## src/rtl/remap_pkg.sv

```systemverilog
package remap_pkg;
    parameter int ADDR_W   = 36;
    parameter int GRAN_LSB = 26;
    parameter int REG_W    = 16;
    parameter int OFF_W    = 8;
    localparam int FIELD_W = ADDR_W - GRAN_LSB;
    localparam int LANES   = (REG_W + 7) / 8;

    typedef struct packed {
        logic [FIELD_W-1:0] field;
    } field_state_t;

    typedef struct packed {
        logic locked;
    } lock_state_t;
endpackage

```

## src/rtl/remap_lock.sv

```systemverilog
module remap_lock (
    input  logic clk_i,
    input  logic rst_ni,
    input  logic lock_i,
    output logic locked_o,
    output logic block_wr_o
);
    import remap_pkg::*;

    lock_state_t st_d, st_q;

    always_comb begin
        st_d        = st_q;
        st_d.locked = st_q.locked | lock_i;
    end

    always_ff @(posedge clk_i or negedge rst_ni) begin
        if (!rst_ni) st_q <= '0;
        else         st_q <= st_d;
    end

    assign locked_o   = st_q.locked;
    assign block_wr_o = st_q.locked | lock_i;

    a_r8_lock_sticky: assert property (@(posedge clk_i) disable iff (!rst_ni)
        locked_o |=> locked_o);
    a_r8_lock_takes: assert property (@(posedge clk_i) disable iff (!rst_ni)
        lock_i |=> locked_o);
endmodule

```

## src/rtl/remap_field_reg.sv

```systemverilog
module remap_field_reg #(
    parameter int FIELD_W = remap_pkg::FIELD_W,
    parameter int REG_W   = remap_pkg::REG_W,
    parameter int LANES   = remap_pkg::LANES,
    parameter logic [FIELD_W-1:0] RST_VAL = '0
) (
    input  logic               clk_i,
    input  logic               rst_ni,
    input  logic               sel_i,
    input  logic               wr_i,
    input  logic [LANES-1:0]   be_i,
    input  logic [REG_W-1:0]   wdata_i,
    input  logic               block_i,
    output logic [FIELD_W-1:0] field_o
);
    logic [FIELD_W-1:0] field_d, field_q;
    logic [FIELD_W-1:0] lane_mask;

    always_comb begin
        for (int i = 0; i < FIELD_W; i++) begin
            lane_mask[i] = be_i[i / 8];
        end
    end

    always_comb begin
        field_d = field_q;
        if (sel_i && wr_i && !block_i) begin
            field_d = (field_q & ~lane_mask) | (wdata_i[FIELD_W-1:0] & lane_mask);
        end
    end

    always_ff @(posedge clk_i or negedge rst_ni) begin
        if (!rst_ni) field_q <= RST_VAL;
        else         field_q <= field_d;
    end

    assign field_o = field_q;

    a_r8_blocked_hold: assert property (@(posedge clk_i) disable iff (!rst_ni)
        block_i |=> $stable(field_o));
    a_r4_unselected_hold: assert property (@(posedge clk_i) disable iff (!rst_ni)
        !sel_i |=> $stable(field_o));
    a_r3_lane_off_hold: assert property (@(posedge clk_i) disable iff (!rst_ni)
        !be_i[0] |=> $stable(field_o[7:0]));
endmodule

```

## src/rtl/remap_hit_cmp.sv

```systemverilog
module remap_hit_cmp #(
    parameter int ADDR_W   = remap_pkg::ADDR_W,
    parameter int GRAN_LSB = remap_pkg::GRAN_LSB,
    parameter int FIELD_W  = ADDR_W - GRAN_LSB
) (
    input  logic [FIELD_W-1:0] lo_i,
    input  logic [FIELD_W-1:0] hi_i,
    input  logic [ADDR_W-1:0]  addr_i,
    output logic               enabled_o,
    output logic               hit_o
);
    logic [FIELD_W-1:0] granule;
    logic above_lo, below_hi;

    always_comb begin
        granule   = addr_i[ADDR_W-1:GRAN_LSB];
        enabled_o = (lo_i <= hi_i);
        above_lo  = (granule >= lo_i);
        below_hi  = (granule <= hi_i);
        hit_o     = enabled_o & above_lo & below_hi;
    end
endmodule

```

## src/rtl/remap_window_decoder.sv

```systemverilog
module remap_window_decoder #(
    parameter int ADDR_W   = remap_pkg::ADDR_W,
    parameter int GRAN_LSB = remap_pkg::GRAN_LSB,
    parameter int REG_W    = remap_pkg::REG_W,
    parameter int OFF_W    = remap_pkg::OFF_W,
    parameter logic [OFF_W-1:0] LO_OFF = 8'h98,
    parameter logic [OFF_W-1:0] HI_OFF = 8'h9A,
    parameter int FIELD_W  = ADDR_W - GRAN_LSB,
    parameter logic [FIELD_W-1:0] LO_RST = '1,
    parameter logic [FIELD_W-1:0] HI_RST = '0
) (
    input  logic              clk_i,
    input  logic              rst_ni,
    input  logic              lock_i,
    input  logic              cfg_wr_i,
    input  logic [1:0]        cfg_be_i,
    input  logic [OFF_W-1:0]  cfg_off_i,
    input  logic [REG_W-1:0]  cfg_wdata_i,
    output logic [REG_W-1:0]  cfg_rdata_o,
    input  logic [ADDR_W-1:0] phys_addr_i,
    output logic              hit_o
);
    localparam int PAD_W = REG_W - FIELD_W;

    logic               sel_lo, sel_hi;
    logic               locked, block_wr, win_en;
    logic [FIELD_W-1:0] lo_q, hi_q;

    always_comb begin
        sel_lo = (cfg_off_i[OFF_W-1:1] == LO_OFF[OFF_W-1:1]);
        sel_hi = (cfg_off_i[OFF_W-1:1] == HI_OFF[OFF_W-1:1]);
    end

    remap_lock u_lock (
        .clk_i      (clk_i),
        .rst_ni     (rst_ni),
        .lock_i     (lock_i),
        .locked_o   (locked),
        .block_wr_o (block_wr)
    );

    remap_field_reg #(.FIELD_W(FIELD_W), .REG_W(REG_W), .LANES(2), .RST_VAL(LO_RST)) u_lo (
        .clk_i (clk_i), .rst_ni (rst_ni), .sel_i (sel_lo), .wr_i (cfg_wr_i),
        .be_i (cfg_be_i), .wdata_i (cfg_wdata_i), .block_i (block_wr), .field_o (lo_q)
    );

    remap_field_reg #(.FIELD_W(FIELD_W), .REG_W(REG_W), .LANES(2), .RST_VAL(HI_RST)) u_hi (
        .clk_i (clk_i), .rst_ni (rst_ni), .sel_i (sel_hi), .wr_i (cfg_wr_i),
        .be_i (cfg_be_i), .wdata_i (cfg_wdata_i), .block_i (block_wr), .field_o (hi_q)
    );

    remap_hit_cmp #(.ADDR_W(ADDR_W), .GRAN_LSB(GRAN_LSB), .FIELD_W(FIELD_W)) u_cmp (
        .lo_i      (lo_q),
        .hi_i      (hi_q),
        .addr_i    (phys_addr_i),
        .enabled_o (win_en),
        .hit_o     (hit_o)
    );

    always_comb begin
        cfg_rdata_o = '0;
        if (sel_lo)      cfg_rdata_o = {{PAD_W{1'b0}}, lo_q};
        else if (sel_hi) cfg_rdata_o = {{PAD_W{1'b0}}, hi_q};
    end

    a_r7_off_no_hit: assert property (@(posedge clk_i) disable iff (!rst_ni)
        (lo_q > hi_q) |-> !hit_o);
    a_r5_hit_in_bounds: assert property (@(posedge clk_i) disable iff (!rst_ni)
        hit_o |-> (phys_addr_i[ADDR_W-1:GRAN_LSB] >= lo_q && phys_addr_i[ADDR_W-1:GRAN_LSB] <= hi_q));
    a_r4_stray_write: assert property (@(posedge clk_i) disable iff (!rst_ni)
        (cfg_wr_i && !sel_lo && !sel_hi) |=> ($stable(lo_q) && $stable(hi_q)));
    a_r8_locked_frozen: assert property (@(posedge clk_i) disable iff (!rst_ni)
        locked |=> ($stable(lo_q) && $stable(hi_q)));
    a_r7_enable_flag: assert property (@(posedge clk_i) disable iff (!rst_ni)
        !win_en |-> !hit_o);
endmodule

```

## config.mk

```make
export PLATFORM = sky130hd
export DESIGN_NAME = remap_window_decoder
export DESIGN_NICKNAME = d
export VERILOG_FILES = /design/src/rtl/remap_pkg.sv /design/src/rtl/remap_lock.sv /design/src/rtl/remap_field_reg.sv /design/src/rtl/remap_hit_cmp.sv /design/src/rtl/remap_window_decoder.sv
export SDC_FILE = /design/constraint.sdc
export NUM_CORES = 1
export LEC_CHECK = 0
export BUFFER_PORTS_ARGS = -buffer_cell sky130_fd_sc_hd__buf_2
export CORE_ASPECT_RATIO = 0.8
export CORE_UTILIZATION = 35
export DETAILED_ROUTE_END_ITERATION = 16
export PLACE_DENSITY = 0.64
export SETUP_SLACK_MARGIN = 0.2
export SLEW_MARGIN = 40
export SYNTH_ARGS = -nofsm -noshare
export SYNTH_HDL_FRONTEND = slang
export SYNTH_HIERARCHICAL = 1
export SYNTH_SLANG_ARGS = --single-unit
```

## constraint.sdc

```tcl
create_clock -name clk_i -period 2.5 [get_ports clk_i]
set_input_delay 0.5 -clock clk_i [delete_from_list [all_inputs] [get_ports clk_i]]
set_output_delay 0.5 -clock clk_i [all_outputs]
set_load 0.03 [all_outputs]
```

== Word-level counts from Yosys, hierarchy flattened ==
Index checks and enable logic that the tools add are counted.

* $lt $le $gt $ge: 3
* Eq/ne operators: 2
* Mux-type cells: 2
* Bitwise operators: 9
* Reductions and logical operators: 5

{| class="wikitable"
|+ Operators by type and width
! operator !! number
|-
| AND 10 bit || 3
|-
| <= comparator 10 bit || 2
|-
| 2-to-1 mux 10 bit || 2
|-
| bitwise OR 10 bit || 2
|-
| == test 7 bit, second input constant || 2
|-
| >= comparator 10 bit || 1
|-
| inverter 10 bit || 1
|-
| logical AND 1 bit || 4
|-
| AND 1 bit || 2
|-
| logical NOT 1 bit || 1
|-
| bitwise OR 1 bit || 1
|}

* Flip-flop bits (word level): 21
* Input bits: 66
* Output and inout bits: 17
* Logic and storage cells: 24

== Depth between registers and ports, before layout ==
Gate-level depths: netlist of run 1.

* Word-level depth: 3
* Depth in mapped cells: 7
* Gate-level depth less buffers: 7

== Hierarchy ==
The synthesis of run 1 kept the hierarchy.

{| class="wikitable"
|+ Modules (own cells, without submodules)
! module !! times used !! cells an instance !! area an instance (um^2) !! sequential area each (um^2)
|-
| remap_hit_cmp || 1 || 95 || 705.7 || 0.0
|-
| remap_field_reg (u_lo) || 1 || 22 || 407.9 || 262.8
|-
| remap_field_reg (u_hi) || 1 || 22 || 395.4 || 250.2
|-
| remap_window_decoder || 1 || 35 || 326.6 || 0.0
|-
| remap_lock || 1 || 2 || 31.3 || 25.0
|}

== Worst setup path before layout of run 1 ==
No wires, ideal clock.

* Path kind: in2out
* Start point: input phys_addr_i[33]
* End point: output hit_o
* Arrival: 1.877 ns
* Required time: 2.000 ns
* Setup slack: 0.123 ns
* Cell stages on the path: 6
* Path buffers: 0
* Path through: ha_1 -> a21o_1 -> a21o_1 -> a221o_1 -> o21ai_1 -> and3_1

* Cells in the longest elaborated chain, start to end: 3
* Elaborated cells on any way between the ends: 4
* Classes of those cells: order compare (2); bitwise (2)

{| class="wikitable"
|+ RTL lines
! what !! line !! RTL
|-
| start: declaration || remap_window_decoder.sv:20 || <nowiki>input logic [ADDR_W-1:0] phys_addr_i,</nowiki>
|-
| >= comparator 10 bit || remap_hit_cmp.sv:18 || <nowiki>above_lo = (granule >= lo_i);</nowiki>
|-
| AND 1 bit || remap_hit_cmp.sv:20 || <nowiki>hit_o = enabled_o & above_lo & below_hi;</nowiki>
|-
| AND 1 bit * || remap_hit_cmp.sv:20 ||
|-
| end: declaration || remap_window_decoder.sv:21 || <nowiki>output logic hit_o</nowiki>
|}

Every way passes the cells marked *; elsewhere a longest branch is shown, timed or not.

==> results.yml, run 1 <==
sta:
  fin_ws_ns: -0.01591
  skew_ns: 0.0004950
  clock.fmax_ghz: 0.3975
  finalHoldViolCount: 0
  setup-tns-final_ns: -0.01591
  setup-violations-final: 1
  rsz0062_at_grt: "yes"
  drv_slew: 0
  min_period_ns: 2.516
  period_share_pct: 100.6
logic_synthesis:
  synthArstFlopShare_pct: 100.0
  synth_edf_count: 0
  yosysSeqAreaShare_pct: 28.82
  ys_warn_count: 6
  ys_seq_elements: 21
  syn_area_um2: 1867
  synth_cells: 176
  synth_flop_cell: "dfrtp_1"
  ys_types: 30
  avgSynthCellArea_um2: 10.61
hold_path:
  hold_path_class: "input pin to asynchronous set/reset pin"
power_and_ir_drop:
  vdd_drop_max_mv: 0.2808
  power-per-cell-area_nw_per_um2: 292.4
  p_leak_uw: 0.001097
  power_uw: 677.2
detailed_routing:
  drtPass1Iterations: 4
  drtAntennaViolNets: 0
  drt-total-wl_um: 4133
  drc_errors: 0
  drtIter0Drc: 23
  wire_per_inst_um: 14.25
  vias: 1441
  viasPerCell: 4.969
clock_network:
  cts_buffer_depth: 2
  ctsRootBufferMaster: "clkbuf_8"
  htree_levels: 1
  clkSinkCount: 21
  clock_latency_ns: 0.25
  numCtsBuffers: 3
  tritoncts: "built"
  path_clk_slew_ns: 0.07
critical_path:
  rrSetupSlack_ns: 1.16
  critPathRequiredTime_ns: 2.00
  path_class: "flop to output port"
  crit_path_end_kind: "output port"
  cp.arrival_ns: 2.02
  reg2regPathDepth: 3
  cp_max_fo: 2
  cp-start-kind: "flop"
  r2r_start: "u_lock/locked_o"
layout:
  fill_cells: 495
  area_growth_pct: 24.06
  nets: 325
  drive_above_1_share_pct: 48.68
  diodes: 0
status:
  status: "finished, violations left"
  violations: "setup timing"
floorplan:
  start_util_pct: 36.86
  die_area_um2: 5631
  ios: 83
  die_y_um: 67.32
  row_count: 23
  core_um2: 5065
  die_width_um: 83.65
global_route:
  use_met1_pct: 22.23
  use_met3_pct: 1.956
  grt_max_degree: 22
  antenna_found_initial: 0
  grt_pass1_vias: 1512
  top_usage_layer: "met2"
  use_met2_pct: 26.52
  grt_overflow_total: 0
  track_usage_pct: 16.02
  grt_pass1_wl_um: 7093
placement:
  io_buffers: 43
  place_congestion: 0.8059
  dpl.hpwl_um: 3262
run:
  drv_cap: 0
## stage by stage
stage	instances	instance area [µm²]	setup WS [ns]	hold WS [ns]	utilization, %
CTS	290	2312	0.003402	0.1979	45.65
floorplan	181	1891	0.2012	0.2044	-
global route	290	2316	-0.07703	0.2303	45.73
finish	290	2316	-0.01591	0.1909	45.73
detailed placement	279	2123	-0.08513	0.4786	41.92
global placement	279	2123	-0.09184	0.4769	41.92
## cells by family after synthesis
group	after synthesis	synth area share [%]
AOI/OAI and AO/OA	24	8.311
adders and majority gates	30	20.11
buffers and inverters	32	8.646
DFF	21	28.82
muxes	30	17.43
other	1	0.2009
and+or+nand+nor	38	16.49
## power by group
group | switching (µW) | internal [µW]
Sequential | 0.407 | 341
Clock | 101 | 113
Combinational | 69.9 | 51.4
Total | 172 | 506
## what timing repair did
item,4_1_cts,5_1_grt
pin swaps,11,3
buffers inserted,7,0
hold buffers,0,0
gates resized for setup,13,3
endpoints found under the setup margin,1,1
## area by class of cell
type                       instances  area (µm²)  area share (%)
sequential                        21       538.0           23.23
timing repair buffer              52       292.8           12.64
tap                               62       77.57           3.350
clock buffer                       4       45.04           1.945
inverter                          23       86.33           3.728
multi-input combinational        128        1276           55.11
## worst max-delay path by stage
| stage | startpoint | to | slack, ns | depth (start not counted) |
|---|---|---|---|---|
| after floorplan | phys_addr_i[33] | hit_o | 0.20 | 6 |
| after global placement | phys_addr_i[33] | hit_o | -0.09 | 8 |
| after detailed placement | phys_addr_i[33] | hit_o | -0.09 | 8 |
| after CTS | flop | hit_o | 0.003 | 7 |
| after global routing | flop | hit_o | -0.08 | 6 |
| final | flop | hit_o | -0.02 | 7 |
## cells in the final DEF, fill, tap and decap left out, drive strengths merged, types with 5 or more instances in the layout
| cell | n |
|---|---|
| dfstp | 10 |
| mux2 | 20 |
| mux2i | 10 |
| conb | 6 |
| inv | 23 |
| a21o | 6 |
| buf | 52 |
| ha | 30 |
| o21ai | 5 |
| dfrtp | 11 |
| nor3 | 13 |
| a21oi | 9 |
## metal layers
layer	wire length, µm	share of wire [%]
met1	2101	51
met2	1817	44
met4	23	0.56
met5	0	0
met3	191	4.6
## cell usage after synthesis, types with 2 or more instances
cell type | number | share of area (%)
nand2_1 | 4 | 0.80
buf_6 | 2 | 1.2
nor3_2 | 10 | 5.4
nor3_1 | 3 | 0.80
ha_1 | 30 | 20
nand4_1 | 4 | 1.3
a21o_1 | 6 | 2.4
buf_4 | 7 | 2.8
nand3_1 | 4 | 1.1
nand4b_1 | 2 | 0.94
inv_1 | 23 | 4.6
mux2i_1 | 10 | 5.4
a21oi_1 | 9 | 2.4
o21ai_0 | 4 | 1.1
nand4b_4 | 2 | 2.5
nor2_1 | 4 | 0.80
dfrtp_1 | 11 | 15
dfstp_2 | 10 | 14
mux2_2 | 20 | 12
## worst max-delay path: stages, from the launching register on
cell	delay, ns
dfstp_2	0.57
ha_4	0.20
a21o_1	0.16
nand3_2	0.06
a21oi_2	0.05
o41ai_2	0.36
and3_4	0.23
buf_6	0.12
No activity file was read; power rests on OpenSTA's default activity.
==> inputs of run 2 (changes only) <==
- CELL_PAD_IN_SITES_DETAIL_PLACEMENT: unset -> 0
- CELL_PAD_IN_SITES_GLOBAL_PLACEMENT: unset -> 1
- PLACE_DENSITY: 0.64 -> 0.82
==> results.yml, run 2 (synthesis results as in run 1) <==
detailed_routing:
  vias: 1399
  drtPass1Iterations: 4
  viasPerCell: 4.875
  drc_errors: 0
  drtAntennaViolNets: 0
  drtIter0Drc: 55
  wire_per_inst_um: 13.91
  drt-total-wl_um: 3993
sta:
  min_period_ns: 2.510
  setup-violations-final: 1
  finalHoldViolCount: 0
  skew_ns: 0.006006
  fin_ws_ns: -0.009772
  setup-tns-final_ns: -0.009772
  tightest_slew_ns: 0.6895
  drv_slew: 0
  clock.fmax_ghz: 0.3984
  max-slew-margin-rel_pct: 54.03
  rsz0062_at_grt: "yes"
  period_share_pct: 100.4
clock_network:
  clkSinkCount: 21
  htree_levels: 1
  ctsHoldBuffers: 0
  path_clk_slew_ns: 0.08
  clock_latency_ns: 0.26
  tritoncts: "built"
  numCtsBuffers: 3
  cts_buffer_depth: 2
  ctsRootBufferMaster: "clkbuf_8"
critical_path:
  critPathRequiredTime_ns: 2.00
  cp_cell_sequence: "inv_2 > ha_4 > a21o_1 > a21o_1 > a221o_1 > o21ai_2 > and3_4 > buf_6"
  path_buf_inv: 2
  crit_family: "compound AO/OA/AOI/OAI gates"
  path_class: "flop to output port"
  slowest_delay_ns: 0.42
  cp_max_fo: 3
  crit_path_end_kind: "output port"
  cp.arrival_ns: 2.01
  rrSetupSlack_ns: 1.15
  crit_top_cell: "a21o_1"
  slowest_stage: "dfrtp_1"
  r2r_start: "u_lock/locked_o"
  cp-start-kind: "flop"
status:
  status: "finished, violations left"
  violations: "setup timing"
layout:
  multi_input_area_um2: 1257
  instances_no_fill: 287
  seqCellArea_um2: 538.0
  area_growth_pct: 21.92
  layout_common_cells: "42 x buf_2, 27 x ha_1, 22 x inv_1, 20 x mux2_2"
  drive_above_1_share_pct: 48.44
  fill_cells: 509
  layout_commonest_cell: "buf_2"
  final_area_um2: 2276
  nets: 322
  diodes: 0
floorplan:
  die_y_um: 67.32
  die_area_um2: 5631
  row_count: 23
  die_width_um: 83.65
  start_util_pct: 36.86
  ios: 83
  core_um2: 5065
global_route:
  grt_overflow_total: 0
  grt_max_degree: 22
  track_usage_pct: 15.27
  grt_pass1_vias: 1461
  grt_pass1_wl_um: 6810
  antenna_found_initial: 0
power_and_ir_drop:
  vdd_drop_max_mv: 0.2514
  p_leak_uw: 0.001082
  power-per-cell-area_nw_per_um2: 299.8
placement:
  dp.cells: 279
  dpl.hpwl_um: 3213
  place_congestion: 0.7212
  io_buffers: 43
  dp_slack_ns: -0.09897
  placed_cell_area_um2: 2123
hold_path:
  hold_path_class: "input pin to asynchronous set/reset pin"
run:
  drv_cap: 0
## run 2: metrics by stage
stage / hold slack, ns / power [µW] / utilization, %
floorplan: 0.2044 / 421.3 / -
global placement: 0.4724 / 461.9 / 41.92
detailed placement: 0.4793 / 464.3 / 41.92
CTS: 0.1948 / 691.8 / 44.59
global route: 0.2081 / 721.4 / 44.94
finish: 0.1824 / 682.2 / 44.94
## run 2: path summary, 6_finish.rpt
check | end | depth (start not counted)
min | asynchronous set/reset pin | 1
max in group asynchronous | asynchronous set/reset pin | 1
min reg2reg | flop | 1
max reg2reg | flop | 3
max | hit_o | 8
min in group clk_i | flop | 2
## run 2: layout make-up
class                   count  area share, %
clock buffers               3          1.814
clock inverters             1         0.2199
inverters                  23          3.793
repair buffers             49          11.87
multi-input cells         128          55.25
flip-flops and latches     21          23.64
well taps                  62          3.408
## run 2: report_power, final
part	internal [µW]	switching [µW]
logic	51.3	70.0
clock network	111	109
registers	341	0.390
total	503	179
## run 2: timing repair
| action | CTS | global route |
|---|---|---|
| setup buffers | 3 | 1 |
| setup endpoints to repair | 1 | 1 |
| pin swaps | 12 | 2 |
| gates cloned | 0 | 0 |
| resized for setup | 11 | 3 |
## run 2: layer usage
metal / GRT usage, % / wire length (µm) / share of wire, %
met1: 19.29 / 1863 / 47
met2: 28.56 / 1992 / 50
met3: 3.178 / 136 / 3.4
met4: 0.6356 / 0 / 0
met5: 0 / 0 / 0
